<file path="src/rtl/sync_slave_rx_pkg.sv">
// Package: shared width constants and the received-word type.
// Assumes an 8-bit base data width with an optional ninth bit.
package sync_slave_rx_pkg;

    localparam int unsigned RX_DATA_W = 8;
    localparam int unsigned RX_CNT_W  = $clog2(RX_DATA_W + 1);

    typedef struct packed {
        logic                 b9;
        logic [RX_DATA_W-1:0] data;
    } rx_word_t;

endpackage

</file>
<file path="src/rtl/sync_slave_rx_edge.sv">
// Synchronizes the external shift clock and data line into the system
// clock domain through STAGES flops each, then flags rising and falling
// edges of the synchronized clock. Data and clock see equal delay.
// Assumes the master holds data stable across several system clocks.
module sync_slave_rx_edge #(
    parameter int unsigned STAGES = 2
) (
    input  logic clk,
    input  logic rst_n,
    input  logic ser_clk_i,
    input  logic ser_dat_i,
    output logic rise_o,
    output logic fall_o,
    output logic dat_o
);

    logic [STAGES-1:0] clk_sr;
    logic [STAGES-1:0] dat_sr;
    logic              clk_last;

    genvar g;
    generate
        for (g = 0; g < STAGES; g++) begin : g_sync
            if (g == 0) begin : g_first
                // Purpose: first capture flop for both asynchronous lines.
                always_ff @(posedge clk) begin
                    if (!rst_n) begin
                        clk_sr[0] <= 1'b0;
                        dat_sr[0] <= 1'b0;
                    end else begin
                        clk_sr[0] <= ser_clk_i;
                        dat_sr[0] <= ser_dat_i;
                    end
                end
            end else begin : g_next
                // Purpose: further synchronizer stages.
                always_ff @(posedge clk) begin
                    if (!rst_n) begin
                        clk_sr[g] <= 1'b0;
                        dat_sr[g] <= 1'b0;
                    end else begin
                        clk_sr[g] <= clk_sr[g-1];
                        dat_sr[g] <= dat_sr[g-1];
                    end
                end
            end
        end
    endgenerate

    // Purpose: remember previous synchronized clock level for edge detection.
    always_ff @(posedge clk) begin
        if (!rst_n) begin
            clk_last <= 1'b0;
        end else begin
            clk_last <= clk_sr[STAGES-1];
        end
    end

    assign rise_o = clk_sr[STAGES-1] & ~clk_last;
    assign fall_o = ~clk_sr[STAGES-1] & clk_last;
    assign dat_o  = dat_sr[STAGES-1];

endmodule

</file>
<file path="src/rtl/sync_slave_rx_shift.sv">
// Receive shift register with bit counter. Shifts LSB first on each bit
// strobe while run_i is high; emits a one-cycle word strobe with the
// assembled word when the last bit (8th or 9th) arrives. Dropping run_i
// discards any partial word. Assumes bit strobes are single-cycle.
module sync_slave_rx_shift
    import sync_slave_rx_pkg::*;
(
    input  logic     clk,
    input  logic     rst_n,
    input  logic     run_i,
    input  logic     bit_stb_i,
    input  logic     din_i,
    input  logic     nine_i,
    output logic     word_stb_o,
    output rx_word_t word_o
);

    logic [RX_DATA_W:0]  sr;
    logic [RX_DATA_W:0]  sr_nxt;
    logic [RX_CNT_W-1:0] cnt;
    logic                last;

    // Purpose: next shift value and last-bit decode for the chosen length.
    always_comb begin
        sr_nxt = {din_i, sr[RX_DATA_W:1]};
        if (nine_i) begin
            last = (cnt == RX_CNT_W'(RX_DATA_W));
        end else begin
            last = (cnt == RX_CNT_W'(RX_DATA_W - 1));
        end
    end

    // Purpose: align the assembled word according to its length.
    always_comb begin
        if (nine_i) begin
            word_o.b9   = sr_nxt[RX_DATA_W];
            word_o.data = sr_nxt[RX_DATA_W-1:0];
        end else begin
            word_o.b9   = 1'b0;
            word_o.data = sr_nxt[RX_DATA_W:1];
        end
    end

    assign word_stb_o = run_i & bit_stb_i & last;

    // Purpose: shift and count bits; clear the count when not running.
    always_ff @(posedge clk) begin
        if (!rst_n) begin
            sr  <= '0;
            cnt <= '0;
        end else if (!run_i) begin
            cnt <= '0;
        end else if (bit_stb_i) begin
            sr  <= sr_nxt;
            cnt <= last ? '0 : cnt + 1'b1;
        end
    end

endmodule

</file>
<file path="src/rtl/sync_slave_rx_hold.sv">
// Holding register, receive-complete flag and overrun error. A word
// strobe loads the register when it is empty or read in the same cycle;
// otherwise the word is dropped and overrun is set. Overrun clears only
// through clr_err_i. Assumes rd_i is a single-cycle pulse.
module sync_slave_rx_hold
    import sync_slave_rx_pkg::*;
(
    input  logic     clk,
    input  logic     rst_n,
    input  logic     word_stb_i,
    input  rx_word_t word_i,
    input  logic     rd_i,
    input  logic     clr_err_i,
    output rx_word_t word_o,
    output logic     done_o,
    output logic     ovr_o
);

    logic accept;

    assign accept = word_stb_i & (~done_o | rd_i);

    // Purpose: load the holding register and track the complete flag.
    always_ff @(posedge clk) begin
        if (!rst_n) begin
            word_o <= '0;
            done_o <= 1'b0;
        end else if (accept) begin
            word_o <= word_i;
            done_o <= 1'b1;
        end else if (rd_i) begin
            done_o <= 1'b0;
        end
    end

    // Purpose: set overrun on an unread collision, clear on request.
    always_ff @(posedge clk) begin
        if (!rst_n) begin
            ovr_o <= 1'b0;
        end else if (clr_err_i) begin
            ovr_o <= 1'b0;
        end else if (word_stb_i && done_o && !rd_i) begin
            ovr_o <= 1'b1;
        end
    end

endmodule

</file>
<file path="src/rtl/sync_slave_rx.sv">
// Top: synchronous slave serial receiver. Qualifies reception with the
// slave-mode controls, picks the active clock edge by polarity, and
// drives the interrupt and wake requests. The single-receive enable is
// accepted for register compatibility but does not affect reception.
module sync_slave_rx
    import sync_slave_rx_pkg::*;
#(
    parameter int unsigned SYNC_STAGES = 2
) (
    input  logic                 clk,
    input  logic                 rst_n,
    input  logic                 ser_clk_i,
    input  logic                 ser_dat_i,
    input  logic                 port_en_i,
    input  logic                 sync_mode_i,
    input  logic                 clk_src_i,
    input  logic                 single_rx_en_i,
    input  logic                 cont_rx_en_i,
    input  logic                 nine_bit_i,
    input  logic                 clk_pol_i,
    input  logic                 rx_ie_i,
    input  logic                 low_power_i,
    input  logic                 rd_data_i,
    output logic [RX_DATA_W-1:0] rx_data_o,
    output logic                 rx_bit9_o,
    output logic                 rx_done_o,
    output logic                 overrun_o,
    output logic                 irq_o,
    output logic                 wake_o
);

    logic     rise, fall, dat_s;
    logic     bit_stb, run, slave_on;
    logic     word_stb;
    rx_word_t word_new, word_held;
    logic     unused_single_rx;

    assign unused_single_rx = single_rx_en_i;

    sync_slave_rx_edge #(
        .STAGES (SYNC_STAGES)
    ) u_edge (
        .clk       (clk),
        .rst_n     (rst_n),
        .ser_clk_i (ser_clk_i),
        .ser_dat_i (ser_dat_i),
        .rise_o    (rise),
        .fall_o    (fall),
        .dat_o     (dat_s)
    );

    // Purpose: reception qualifier and active-edge selection.
    always_comb begin
        slave_on = port_en_i & sync_mode_i & ~clk_src_i & cont_rx_en_i;
        run      = slave_on & ~overrun_o;
        bit_stb  = clk_pol_i ? fall : rise;
    end

    sync_slave_rx_shift u_shift (
        .clk        (clk),
        .rst_n      (rst_n),
        .run_i      (run),
        .bit_stb_i  (bit_stb),
        .din_i      (dat_s),
        .nine_i     (nine_bit_i),
        .word_stb_o (word_stb),
        .word_o     (word_new)
    );

    sync_slave_rx_hold u_hold (
        .clk        (clk),
        .rst_n      (rst_n),
        .word_stb_i (word_stb),
        .word_i     (word_new),
        .rd_i       (rd_data_i),
        .clr_err_i  (~cont_rx_en_i),
        .word_o     (word_held),
        .done_o     (rx_done_o),
        .ovr_o      (overrun_o)
    );

    assign rx_data_o = word_held.data;
    assign rx_bit9_o = word_held.b9;
    assign irq_o     = rx_done_o & rx_ie_i;
    assign wake_o    = irq_o & low_power_i;

endmodule

</file>
<file path="config.mk">
export PLATFORM = sky130hd
export DESIGN_NAME = sync_slave_rx
export DESIGN_NICKNAME = d
export VERILOG_FILES = /design/src/rtl/sync_slave_rx_pkg.sv /design/src/rtl/sync_slave_rx_edge.sv /design/src/rtl/sync_slave_rx_shift.sv /design/src/rtl/sync_slave_rx_hold.sv /design/src/rtl/sync_slave_rx.sv
export SDC_FILE = /design/constraint.sdc
export NUM_CORES = 1
export LEC_CHECK = 0
export ABC_AREA = 1
export BUFFER_PORTS_ARGS = -buffer_cell sky130_fd_sc_hd__buf_2
export CAP_MARGIN = 40
export CORE_MARGIN = 2
export CORE_UTILIZATION = 46
export DETAILED_ROUTE_END_ITERATION = 8
export PLACE_DENSITY_LB_ADDON = 0.25
export SETUP_SLACK_MARGIN = 0.4
export SKIP_CTS_REPAIR_TIMING = 1
export SLEW_MARGIN = 40
export SYNTH_ARGS = -nofsm -noshare
export SYNTH_HDL_FRONTEND = slang
export SYNTH_SLANG_ARGS = --single-unit
</file>
<file path="constraint.sdc">
create_clock -name clk -period 1.44 [get_ports clk]
set_clock_uncertainty 0.2 [all_clocks]
set_input_delay 0.216 -clock clk [delete_from_list [all_inputs] [get_ports clk]]
set_output_delay 0.216 -clock clk [all_outputs]
set_load 0.05 [all_outputs]
</file>
==> insert_results.sql <==
INSERT INTO impl_metrics (metric_group, metric, value, unit) VALUES
('outcome', 'run_status', 'finished with violations', ''),
('outcome', 'failing_checks', 'negative hold slack, negative setup slack', ''),
('critical_path', 'worst_ep_required_time', '1.52', 'ns'),
('timing', 'clock.fmax', '686.3', 'MHz'),
('clock_tree', 'worst_setup_hold_path_clk_slew', '0.15', 'ns'),
('floorplanning', 'start_util', '48.77', '%'),
('placement', 'place.detailed.instances', '258', ''),
('timing', 'worstMarginPinSlew', '0.3852', 'ns'),
('critical_path', 'max_fanout_on_critical_path', '4', ''),
('power', 'leakagePower', '0.9340', 'nW'),
('clock_tree', 'cts_root_buffer', 'clkbuf_4', ''),
('power', 'p_comb_share', '8.0', '%'),
('floorplanning', 'placeable_core_region', '2758', 'sq um'),
('floorplanning', 'fp.dieH', '58.08', 'um'),
('floorplanning', 'placementRows', '19', ''),
('final_layout', 'multiInputGateArea', '698.2', 'sq um'),
('clock_tree', 'tritoncts_clock_tree', 'built', ''),
('critical_path', 'timing.critical_path.arrival', '1.54', 'ns'),
('routing', 'router_iterations_before_antenna_repair', '4', ''),
('timing', 'timing.final.crit_share', '101.2', '%'),
('global_route', 'initial_antenna_violation_count', '0', ''),
('clock_tree', 'numClockSinks', '28', ''),
('critical_path', 'cp_slowest_cell', 'dfxtp_2', ''),
('routing', 'remaining_drc_errors', '0', ''),
('routing', 'detailedRoute.firstIterationViolations', '38', ''),
('clock_tree', 'cts_max_level', '1', ''),
('floorplanning', 'pin_count', '27', ''),
('timing', 'worst_slew_margin_rel', '74.32', '%'),
('critical_path', 'criticalPathCategory', 'flop to flop', ''),
('placement', 'place.gp.congestion', '0.7515', ''),
('global_route', 'grt_pass1_vias', '1034', ''),
('timing', 'timing.final.ws_setup', '-0.01712', 'ns'),
('timing', 'timing.final.setup_violations', '5', ''),
('critical_path', 'worst_setup_path_start_kind', 'flop', ''),
('final_layout', 'final_cell_count_no_fill', '271', ''),
('placement', 'portBuffers', '25', ''),
('yosys', 'postSynthRegisterBits', '28', ''),
('floorplanning', 'die_area', '3373', 'sq um'),
('routing', 'wire_per_inst', '10.71', 'um'),
('global_route', 'grt_use_total', '15.84', '%'),
('floorplanning', 'fp.dieW', '58.08', 'um'),
('power', 'max-vdd-ir-drop', '0.0008931', 'V'),
('global_route', 'grt_first_pass_wirelength', '4167', 'um'),
('timing', 'grt_setup_unrepaired', 'true', ''),
('timing', 'number_of_pins_exceeding_their_max_slew_limit_in_the_final_report', '0', ''),
('final_layout', 'area.growth.synth_to_final', '46.42', '%'),
('routing', 'dr_total_vias', '1309', ''),
('critical_path', 'worstSetupEndpointType', 'flop', ''),
('global_route', 'maximum_number_of_pins_on_one_net_before_global_route_repair', '18', ''),
('power', 'net-switching-power', '0.0003116', 'W'),
('placement', 'dp_hpwl', '1782', 'um'),
('global_route', 'gr-total-overflow', '0', ''),
('clock_tree', 'clock_insertion_delay_worst_skew', '0.34', 'ns'),
('power', 'total_power', '0.001353', 'W'),
('final_layout', 'final_core_util', '71.42', '%'),
('final_layout', 'register_area', '586.8', 'sq um'),
('routing', 'routed_wirelength', '2902', 'um'),
('hold_path', 'worst_hold_path_type', 'input port to flop', ''),
('yosys', 'synth.avg_cell_area', '6.725', 'sq um'),
('yosys', 'yosys_warnings', '0', ''),
('routing', 'final_antenna_net_count', '0', ''),
('timing', 'finalHoldViolations', '1', ''),
('clock_tree', 'cts_inserted_buffers', '3', ''),
('placement', 'place_ws', '-0.03128', 'ns'),
('yosys', 'yosysSeqAreaShare', '41.67', '%'),
('yosys', 'synth.lib_cells_used.distinct', '23', ''),
('power', 'pint', '0.001041', 'W'),
('final_layout', 'fillers', '212', ''),
('power', 'netSwitchingFraction', '23.04', '%'),
('yosys', 'syn_inst', '200', ''),
('final_layout', 'antenna_cells', '0', ''),
('clock_tree', 'clock_tree.buffer_depth', '2', ''),
('power', 'power_frac_clock', '34.1', '%'),
('timing', 'timing.final.crit_period', '1.457', 'ns'),
('power', 'power.density_cell_area', '686.8', 'nW/um^2'),
('timing', 'final.hold.worst_slack', '-0.04920', 'ns'),
('routing', 'vias_per_cell', '4.830', ''),
('critical_path', 'critPathMaxStageDelay', '0.36', 'ns'),
('critical_path', 'list_of_cells_traversed_by_the_critical_path', 'inv_2 > nand2_1 > nand2_1 > nand2_2 > nor2_4 > buf_6 > buf_6 > o21ai_2 > nor2_1', ''),
('yosys', 'synthesis.area', '1345', 'sq um'),
('run', 'timing.max_cap.violations', '0', ''),
('final_layout', 'layout_net_count', '256', ''),
('power', 'seq_power_share', '57.9', '%'),
('yosys', 'synth_fp_nets', '215', ''),
('final_layout', 'drive_above_1_share', '39.17', '%');
through the flow:
step	instance area [sq um]	setup TNS, ns
2_1_floorplan	1381	0
3_3_place_gp	1588	-0.005582
3_5_place_dp	1588	-0.3063
4_1_cts	1635	-1.031
5_1_grt	1969	-1.482
6_report	1969	-0.06348
per-layer routing:
metal / up-vias / share of wire [%] / GRT usage [%]
li1: 687 / - / -
met1: 594 / 46 / 19.19
met2: 24 / 50 / 27.92
met3: 4 / 2.8 / 2.009
met4: 0 / 1.1 / 6.977
met5: - / 0 / 0
layout make-up:
| type | instances | share of cell area, % |
|---|---|---|
| Clock buffer | 4 | 2.414 |
| Inverter | 39 | 7.751 |
| Multi-Input combinational cell | 125 | 35.45 |
| Sequential cell | 28 | 29.80 |
| Tap cell | 31 | 1.970 |
| Timing Repair Buffer | 44 | 22.62 |
path summary, 6_finish.rpt:
kind	start	to	slack [ns]	cells after the start
worst max-delay path	u_edge.clk_sr[1]	u_shift.sr[2]	-0.02	9
worst min-delay path	rd_data_i	u_hold.ovr_o	-0.05	4
worst max register to register	u_edge.clk_sr[1]	u_shift.sr[2]	-0.02	9
worst min register to register	u_edge.dat_sr[0]	u_edge.dat_o	0.23	2
power by group through the flow:
stage / logic [W] / registers [W] / clock network, W
after global routing: 0.000121 / 0.000784 / 0.000496
after detailed placement: 0.0000834 / 0.000801 / 0
after global placement: 0.0000811 / 0.000801 / 0
after CTS: 0.0000838 / 0.000785 / 0.000461
final: 0.000108 / 0.000783 / 0.000462
after floorplan: 0.0000472 / 0.000800 / 0
flip-flops by register name, summed over array words and instances (netlist names):
name	cells
u_hold.ovr_o	1
u_hold.word_o	9
u_edge.clk_sr	2
u_shift.cnt	4
u_edge.dat_sr	1
u_hold.done_o	1
u_shift.sr	8
u_edge.clk_last	1
u_edge.dat_o	1
layout by cell type (no fill, tap or decap), types with 3 or more instances in the layout:
cell type	netlist	final
nor2_4	1	3
buf_8	0	10
nand2_2	1	7
buf_2	2	12
inv_1	38	34
dfxtp_1	28	13
buf_6	1	10
dfxtp_4	0	3
dfxtp_2	0	12
buf_4	1	7
dlygate4sd3_1	0	3
o21ai_2	0	7
nand4_1	9	9
a21boi_0	8	8
nand3_1	6	3
nor2_1	32	28
nand3_2	0	3
inv_2	1	3
nand2_1	49	41
clkbuf_4	0	3
critical path: cells and delay by family, from the launching register on:
family / cells / cell delay [ns]
AO/OA/AOI/OAI: 1 / 0.05
buffers and inverters: 3 / 0.31
flip-flops: 1 / 0.36
AND/OR/NAND/NOR: 5 / 0.48
cells by family (layout without fill, tap and decap cells):
family                     Yosys count  count (layout)  share of synthesized area (%)
buffers and inverters               47              87                          14.14
AOI/OAI and AO/OA                   22              22                          10.05
xor gates and xnor gates             1               1                         0.6513
DFF                                 28              28                          41.67
and+or+nand+nor                    101             101                          32.56
adders and majority gates            1               1                         0.9301
synthesized netlist by cell type, drive strengths merged:
cell    instances  share of area (%)
or2             2               0.93
nand4           9                4.2
dfxtp          28                 42
inv            39                 11
buf             5                2.4
xor2            1               0.65
clkbuf          3               0.84
a21boi          9                5.0
a21oi           4                1.5
ha              1               0.93
nor2           33                9.8
o211ai          1               0.56
nand2          50                 14
nand3           7                3.5
o21ai           8                3.0
Note: power is estimated with default switching activity, not from simulation.
